## config.mk

```make
export PLATFORM = sky130hd
export DESIGN_NAME = card_pres_supervisor
export DESIGN_NICKNAME = d
export VERILOG_FILES = /design/src/rtl/csup_pkg.sv /design/src/rtl/csup_sync.sv /design/src/rtl/csup_timer.sv /design/src/rtl/csup_debounce.sv /design/src/rtl/csup_mode.sv /design/src/rtl/card_pres_supervisor.sv
export SDC_FILE = /design/constraint.sdc
export NUM_CORES = 1
export LEC_CHECK = 0
export ABC_AREA = 1
export CAP_MARGIN = 20
export CORE_MARGIN = 1
export CORE_UTILIZATION = 53
export CTS_CLUSTER_DIAMETER = 100
export DETAILED_ROUTE_END_ITERATION = 10
export PLACE_DENSITY = 0.74
export SYNTH_ARGS = -nofsm -noshare
export SYNTH_HDL_FRONTEND = slang
export SYNTH_SLANG_ARGS = --single-unit
```

## constraint.sdc

```tcl
create_clock -name clk_i -period 1.55 [get_ports clk_i]
set_input_delay 0.155 -clock clk_i [delete_from_list [all_inputs] [get_ports clk_i]]
set_output_delay 0.155 -clock clk_i [all_outputs]
set_load 0.005 [all_outputs]
```

## src/rtl/csup_pkg.sv

```systemverilog
package csup_pkg;
  typedef enum logic [1:0] {
    M_RUN      = 2'b00,
    M_STOP     = 2'b01,
    M_WAKE_PWR = 2'b10,
    M_WAKE_DEB = 2'b11
  } mode_e;

  typedef enum logic [1:0] {
    VS_3V0 = 2'b00,
    VS_5V0 = 2'b01,
    VS_1V8 = 2'b10
  } vsel_e;
endpackage

```

## src/rtl/csup_sync.sv

```systemverilog
module csup_sync #(
  parameter int   STAGES  = 2,
  parameter logic RST_VAL = 1'b0
) (
  input  logic clk_i,
  input  logic rst_ni,
  input  logic d_i,
  output logic q_o
);
  logic [STAGES-1:0] sh_q;

  generate
    for (genvar i = 0; i < STAGES; i++) begin : g_stage
      always_ff @(posedge clk_i or negedge rst_ni) begin
        if (!rst_ni)     sh_q[i] <= RST_VAL;
        else if (i == 0) sh_q[i] <= d_i;
        else             sh_q[i] <= sh_q[(i == 0) ? 0 : i-1];
      end
    end
  endgenerate

  assign q_o = sh_q[STAGES-1];
endmodule

```

## src/rtl/csup_timer.sv

```systemverilog
module csup_timer #(
  parameter int TICK_DIV = 4,
  parameter int TICKS    = 5
) (
  input  logic clk_i,
  input  logic rst_ni,
  input  logic start_i,
  output logic done_o
);
  localparam int PW = (TICK_DIV > 1) ? $clog2(TICK_DIV) : 1;
  localparam int CW = (TICKS > 1) ? $clog2(TICKS) : 1;
  localparam logic [PW-1:0] PRE_LAST = PW'(TICK_DIV - 1);
  localparam logic [CW-1:0] CNT_LAST = CW'(TICKS - 1);

  logic [PW-1:0] pre_q;
  logic [CW-1:0] cnt_q;
  logic          run_q, done_q;

  always_ff @(posedge clk_i or negedge rst_ni) begin
    if (!rst_ni) begin
      pre_q  <= '0;
      cnt_q  <= '0;
      run_q  <= 1'b0;
      done_q <= 1'b0;
    end else if (start_i) begin
      pre_q  <= '0;
      cnt_q  <= '0;
      run_q  <= 1'b1;
      done_q <= 1'b0;
    end else if (run_q) begin
      if (pre_q == PRE_LAST) begin
        pre_q <= '0;
        if (cnt_q == CNT_LAST) begin
          cnt_q  <= '0;
          run_q  <= 1'b0;
          done_q <= 1'b1;
        end else begin
          cnt_q <= cnt_q + 1'b1;
        end
      end else begin
        pre_q <= pre_q + 1'b1;
      end
    end
  end

  assign done_o = done_q;

  // prescaler and tick count stay inside their windows
  a_r3_no_overflow: assert property (@(posedge clk_i) disable iff (!rst_ni)
    (pre_q <= PRE_LAST) && (cnt_q <= CNT_LAST));
  a_r3_done_idle: assert property (@(posedge clk_i) disable iff (!rst_ni)
    done_o |-> !run_q);
endmodule

```

## src/rtl/csup_debounce.sv

```systemverilog
module csup_debounce #(
  parameter int TICK_DIV  = 4,
  parameter int DEB_TICKS = 5
) (
  input  logic clk_i,
  input  logic rst_ni,
  input  logic present_i,
  input  logic clr_i,
  output logic ok_o
);
  logic prev_q, ok_q, chg, done;

  assign chg = present_i ^ prev_q;

  csup_timer #(.TICK_DIV(TICK_DIV), .TICKS(DEB_TICKS)) u_tmr (
    .clk_i  (clk_i),
    .rst_ni (rst_ni),
    .start_i(chg | clr_i),
    .done_o (done)
  );

  always_ff @(posedge clk_i or negedge rst_ni) begin
    if (!rst_ni) begin
      prev_q <= 1'b0;
      ok_q   <= 1'b0;
    end else begin
      prev_q <= present_i;
      // confirm only after an undisturbed interval; drop at once on absence
      ok_q   <= present_i & ~clr_i & ~chg & (ok_q | done);
    end
  end

  assign ok_o = ok_q;

  // a confirmed card was present on the previous cycle
  a_r2_ok_needs_present: assert property (@(posedge clk_i) disable iff (!rst_ni)
    ok_o |-> $past(present_i));
  // a change always leaves the card unconfirmed
  a_r3_change_clears: assert property (@(posedge clk_i) disable iff (!rst_ni)
    (present_i != prev_q) |=> !ok_o);
endmodule

```

## src/rtl/csup_mode.sv

```systemverilog
module csup_mode
  import csup_pkg::*;
#(
  parameter int TICK_DIV    = 4,
  parameter int PWRUP_TICKS = 3
) (
  input  logic  clk_i,
  input  logic  rst_ni,
  input  logic  act_req_ni,
  input  logic  sel_low_i,
  input  logic  sel_hi_i,
  input  logic  seq_busy_i,
  input  logic  deb_ok_i,
  input  logic  pres_i,
  output mode_e mode_o
);
  mode_e mode_q, mode_d;
  logic  park_req, wake_start, pwr_done;

  assign park_req   = act_req_ni & sel_low_i & sel_hi_i;
  assign wake_start = (mode_q == M_STOP) && !park_req;

  csup_timer #(.TICK_DIV(TICK_DIV), .TICKS(PWRUP_TICKS)) u_pwr (
    .clk_i  (clk_i),
    .rst_ni (rst_ni),
    .start_i(wake_start),
    .done_o (pwr_done)
  );

  always_comb begin
    mode_d = mode_q;
    unique case (mode_q)
      M_RUN:      if (park_req && !seq_busy_i) mode_d = M_STOP;
      M_STOP:     if (!park_req) mode_d = M_WAKE_PWR;
      M_WAKE_PWR: if (pwr_done && !wake_start) mode_d = M_WAKE_DEB;
      M_WAKE_DEB: if (deb_ok_i || !pres_i) mode_d = M_RUN;
      default:    mode_d = M_RUN;
    endcase
  end

  always_ff @(posedge clk_i or negedge rst_ni) begin
    if (!rst_ni) mode_q <= M_RUN;
    else         mode_q <= mode_d;
  end

  assign mode_o = mode_q;

  // stop is reached only from an idle sequencer with all three pins high
  a_r7_stop_entry: assert property (@(posedge clk_i) disable iff (!rst_ni)
    $rose(mode_o == M_STOP) |-> $past(park_req && !seq_busy_i));
  // leaving stop always goes through the power-up wait
  a_r9_wake_path: assert property (@(posedge clk_i) disable iff (!rst_ni)
    (mode_o == M_STOP) |=> (mode_o == M_STOP) || (mode_o == M_WAKE_PWR));
endmodule

```

## src/rtl/card_pres_supervisor.sv

```systemverilog
module card_pres_supervisor
  import csup_pkg::*;
#(
  parameter int SYNC_STAGES = 2,
  parameter int TICK_DIV    = 4,
  parameter int DEB_TICKS   = 5,
  parameter int PWRUP_TICKS = 3
) (
  input  logic       clk_i,
  input  logic       rst_ni,
  input  logic       det_pos_i,
  input  logic       det_neg_ni,
  input  logic       flt_overcur_i,
  input  logic       flt_overtemp_i,
  input  logic       flt_supply_i,
  input  logic       act_req_ni,
  input  logic       sel_low_i,
  input  logic       sel_hi_i,
  input  logic       seq_busy_i,
  output logic       status_no,
  output logic       emerg_deact_o,
  output logic       stop_o,
  output logic [1:0] vsel_o
);
  logic  pos_s, neg_s, pres_s, deb_ok, deb_clr, flt_any, flt_q;
  mode_e mode;

  csup_sync #(.STAGES(SYNC_STAGES), .RST_VAL(1'b0)) u_sync_pos (
    .clk_i(clk_i), .rst_ni(rst_ni), .d_i(det_pos_i), .q_o(pos_s));
  csup_sync #(.STAGES(SYNC_STAGES), .RST_VAL(1'b1)) u_sync_neg (
    .clk_i(clk_i), .rst_ni(rst_ni), .d_i(det_neg_ni), .q_o(neg_s));

  assign pres_s  = pos_s | ~neg_s;
  assign deb_clr = (mode == M_STOP) || (mode == M_WAKE_PWR);

  csup_debounce #(.TICK_DIV(TICK_DIV), .DEB_TICKS(DEB_TICKS)) u_deb (
    .clk_i    (clk_i),
    .rst_ni   (rst_ni),
    .present_i(pres_s),
    .clr_i    (deb_clr),
    .ok_o     (deb_ok)
  );

  csup_mode #(.TICK_DIV(TICK_DIV), .PWRUP_TICKS(PWRUP_TICKS)) u_mode (
    .clk_i     (clk_i),
    .rst_ni    (rst_ni),
    .act_req_ni(act_req_ni),
    .sel_low_i (sel_low_i),
    .sel_hi_i  (sel_hi_i),
    .seq_busy_i(seq_busy_i),
    .deb_ok_i  (deb_ok),
    .pres_i    (pres_s),
    .mode_o    (mode)
  );

  assign flt_any = flt_overcur_i | flt_overtemp_i | flt_supply_i;

  // session fault latch: removal or any fault, held until the sequencer idles
  always_ff @(posedge clk_i or negedge rst_ni) begin
    if (!rst_ni) flt_q <= 1'b0;
    else         flt_q <= seq_busy_i & (flt_q | flt_any | ~pres_s);
  end

  always_comb begin
    unique case (mode)
      M_RUN:   status_no = deb_ok & ~flt_q;
      M_STOP:  status_no = pres_s;
      default: status_no = 1'b0;
    endcase
  end

  assign emerg_deact_o = flt_q;
  assign stop_o        = (mode == M_STOP);

  always_comb begin
    if (sel_low_i)     vsel_o = VS_1V8;
    else if (sel_hi_i) vsel_o = VS_5V0;
    else               vsel_o = VS_3V0;
  end

  // removal in session requests deactivation on the next cycle
  a_r4_removal_fast: assert property (@(posedge clk_i) disable iff (!rst_ni)
    (seq_busy_i && !pres_s) |=> emerg_deact_o);
  // no deactivation request outside a session
  a_r5_idle_quiet: assert property (@(posedge clk_i) disable iff (!rst_ni)
    !seq_busy_i |=> !emerg_deact_o);
  // fault in session pulls the status line low
  a_r6_fault_status: assert property (@(posedge clk_i) disable iff (!rst_ni)
    (seq_busy_i && flt_any && !stop_o) |=> !status_no);
  // status is asserted as stop is left
  a_r9_wake_low: assert property (@(posedge clk_i) disable iff (!rst_ni)
    $fell(stop_o) |-> !status_no);
  // reserved supply code never produced
  a_r10_vsel_legal: assert property (@(posedge clk_i) disable iff (!rst_ni)
    vsel_o != 2'b11);
endmodule

```

==> impl_metrics.csv <==
group,metric,value,unit
sta,slew_violations,0,
detailed_routing,firstDrtPassIters,4,
power,intPower,0.00137,W
clock_network,cts_buffers,3,
synthesis,ys_seq_area_share,47.4,%
clock_network,clkLatencyLatePin,300,ps
worst_setup_path,crit_arrival,1340,ps
clock_network,clockBufferDepth,2,
power,irDropWorstVdd,1.19,mV
synthesis,synth_seq_cells,22,
floorplanning,core,2020,sq um
worst_setup_path,cp_data_required_time,1390,ps
flow_run,drv_cap,0,
sta,hold_viol_final,0,
global_route,grt-ovfl-total,0,
synthesis,synth_area_per_cell,8.71,sq um
placed_design,gp_congestion,0.829,
synthesis,synth.distinct_cells,24,
placed_design,hpwl,1690,um
worst_setup_path,crit_path_frequent_cell,"inv_2",
detailed_routing,vias,949,
floorplanning,die_area,2390,sq um
worst_setup_path,end_kind,"output pin",
synthesis,synth.top_cell.area_share,42.9,%
floorplanning,io_pins,16,
worst_setup_path,cpPeakStageDelay,400,ps
sta,worstMarginPinSlew,328,ps
cells_and_area,regArea,553,sq um
cells_and_area,layout-drive-gt1-share,20.1,%
clock_network,clk_transition_reported_paths,120,ps
global_route,antenna_found_initial,0,
cells_and_area,nFillCells,160,
floorplanning,chipWidth,48.9,um
worst_setup_path,startpoint,"u_mode.mode_o[1]",
worst_setup_path,r2r-end,"u_mode.mode_o[0]",
cells_and_area,syn2layout_area_growth,24.3,%
sta,period_minus_slack,1490,ps
worst_setup_path,r2r-start,"u_mode.mode_o[0]",
synthesis,syn_inst,134,
outcome,status,"completed",
detailed_routing,ant_nets,0,
global_route,grt_util_all_layers,22.1,%
worst_setup_path,cpMaxStageDelayCell,"dfrtp_1",
synthesis,yosysWarnings,0,
worst_setup_path,start_kind,"flip-flop",
global_route,grt_start_max_net_pins,23,
clock_network,cts_max_level,1,
sta,setup_viol,0,
worst_setup_path,regToRegSetupSlack,110,ps
clock_network,cts_root_buf,"clkbuf_4",
power,p_switching,0.000907,W
detailed_routing,vias_per_cell,5.10,
sta,fmax,0.670,GHz
clock_network,cts_tree,"built",
floorplanning,dieHeight,48.9,um
power,power,0.00228,W
floorplanning,start_util,57.7,%
worst_setup_path,crit_chain,"inv_2 > ha_4 > inv_2 > o32ai_2 > buf_2",
sta,timing.final.ws_setup,57.5,ps
power,pwr-share-comb,50.0,%
hold_path,hp-class,"primary input to asynchronous set/reset pin",
sta,clock_skew,1.76,ps
synthesis,synthesis.nets,154,
worst_setup_path,critical_path.max_fanout,3,
cells_and_area,multiInputGateArea,551,sq um
power,power.share.sequential,36.4,%
sta,rsz0062_at_grt,"no",
sta,max_slew_margin,78.0,%
global_route,grt_pass1_wl,4020,um
cells_and_area,n_antenna_cell,0,
power,pwr-share-clk,13.5,%
cells_and_area,mostFrequentLayoutCells,"nand2_1 (28), dfrtp_1 (20), inv_1 (17)",
worst_setup_path,crit_type,"flip-flop to output pin",
synthesis,netlist_area,1170,sq um
power,leakage,0.739,nW
placed_design,dp_slack,-66.0,ps
floorplanning,rows,16,
placed_design,portBuffers,15,
global_route,grt_pass1_vias,969,
power,netSwitchingFraction,39.8,%
clock_network,cts.sinks,22,
synthesis,yosys.area.top_type,"dfrtp_1",
detailed_routing,drc,0,
clock_network,post_cts.repair.setup_buffers,0,
power,power.density,1570,nW/um^2
cells_and_area,fin_nets,180,
synthesis,ys_top_cells_by_area,"dfrtp_1 (43%), ha_1 (9.6%), nand2_1 (9.0%)",
detailed_routing,wl,2210,um
detailed_routing,drt-initial-drc-count,31,
sta,finalCritPeriodShare,96.3,%
worst_setup_path,r2r.worst_path.cells,9,
cells_and_area,final_common_cell,"nand2_1",
detailed_routing,wire_per_inst,11.9,um
==> critical path: cells and delay by family (launching register included) <==
kind | cells | cell delay (ps)
buf+inv | 3 | 280
compound gates | 1 | 220
flops | 1 | 400
fa+ha+maj | 1 | 140
==> stage by stage <==
step | area, sq um | hold WS, ps | std cells | TNS (ps) | utilization, %
global route | 1450 | 210 | 186 | 0 | 71.8
CTS | 1440 | 192 | 186 | 0 | 71.3
finish | 1450 | 189 | 186 | 0 | 71.8
global placement | 1400 | 339 | 182 | -48.6 | 69.1
floorplan | 1170 | -141 | 134 | 0 | -
detailed placement | 1400 | 336 | 182 | -66.0 | 69.1
==> power groups by stage <==
stage / Sequential [W] / Combinational (W) / Clock, W
6_report: 0.000830 / 0.00114 / 0.000308
5_1_grt: 0.000849 / 0.00130 / 0.000336
4_1_cts: 0.000829 / 0.00111 / 0.000322
3_5_place_dp: 0.000836 / 0.00109 / 0
3_3_place_gp: 0.000826 / 0.00104 / 0
2_1_floorplan: 0.000825 / 0.000711 / 0
==> registers in the layout, summed over array words and instances, names as in the netlist, 2 cells and up <==
register	flops
u_mode.u_pwr.cnt_q	2
u_deb.u_tmr.pre_q	2
u_mode.u_pwr.pre_q	2
u_mode.mode_o	2
u_deb.u_tmr.cnt_q	3
==> synth_stat cells, drive strengths merged <==
library cell / count
dfstp: 2
nor2: 16
ha: 9
a21oi: 2
nor4: 1
xnor2: 1
o21ai: 6
inv: 20
o2111ai: 3
buf: 1
nand2: 35
nand4: 5
dfrtp: 20
nand3: 6
o32ai: 1
nor3: 1
or2: 2
o211ai: 2
clkinv: 1
==> repair_timing <==
| action | CTS | global route |
|---|---|---|
| setup endpoints to repair | 2 | 6 |
| pin swaps | 0 | 1 |
| hold buffers | 0 | 0 |
| gates resized for setup | 10 | 6 |
==> cells by family after synthesis <==
logic type | synth area share (%)
XOR/XNOR | 0.750
adder cells (fa/ha/maj) | 9.65
buffers and inverters | 7.40
AO/OA/AOI/OAI | 7.72
AND/OR/NAND/NOR | 27.1
flip-flops | 47.4
==> cell type report <==
class	count	area share (%)
clock buffer	4	2.50
inverter	21	5.43
sequential	22	38.1
timing repair buffer	22	13.7
tap	27	2.33
multi-input combinational	90	37.9
==> per-layer routing <==
metal,track usage (%),share of wire [%],vias up
met3,3.74,2.3,4
met2,39.6,50,13
met4,7.35,1.0,0
met5,0,0,-
met1,26.8,46,447
li1,-,-,485
==> how the worst max path moves through the flow <==
stage	to	slack [ps]	cells past startpoint
after global routing	status_no	4	5
after global placement	status_no	-50	5
final	status_no	60	5
after detailed placement	status_no	-70	5
after floorplan	u_deb.u_tmr.cnt_q[0]	230	7
after CTS	status_no	2	5
Note: power is estimated with default switching activity, not from simulation.
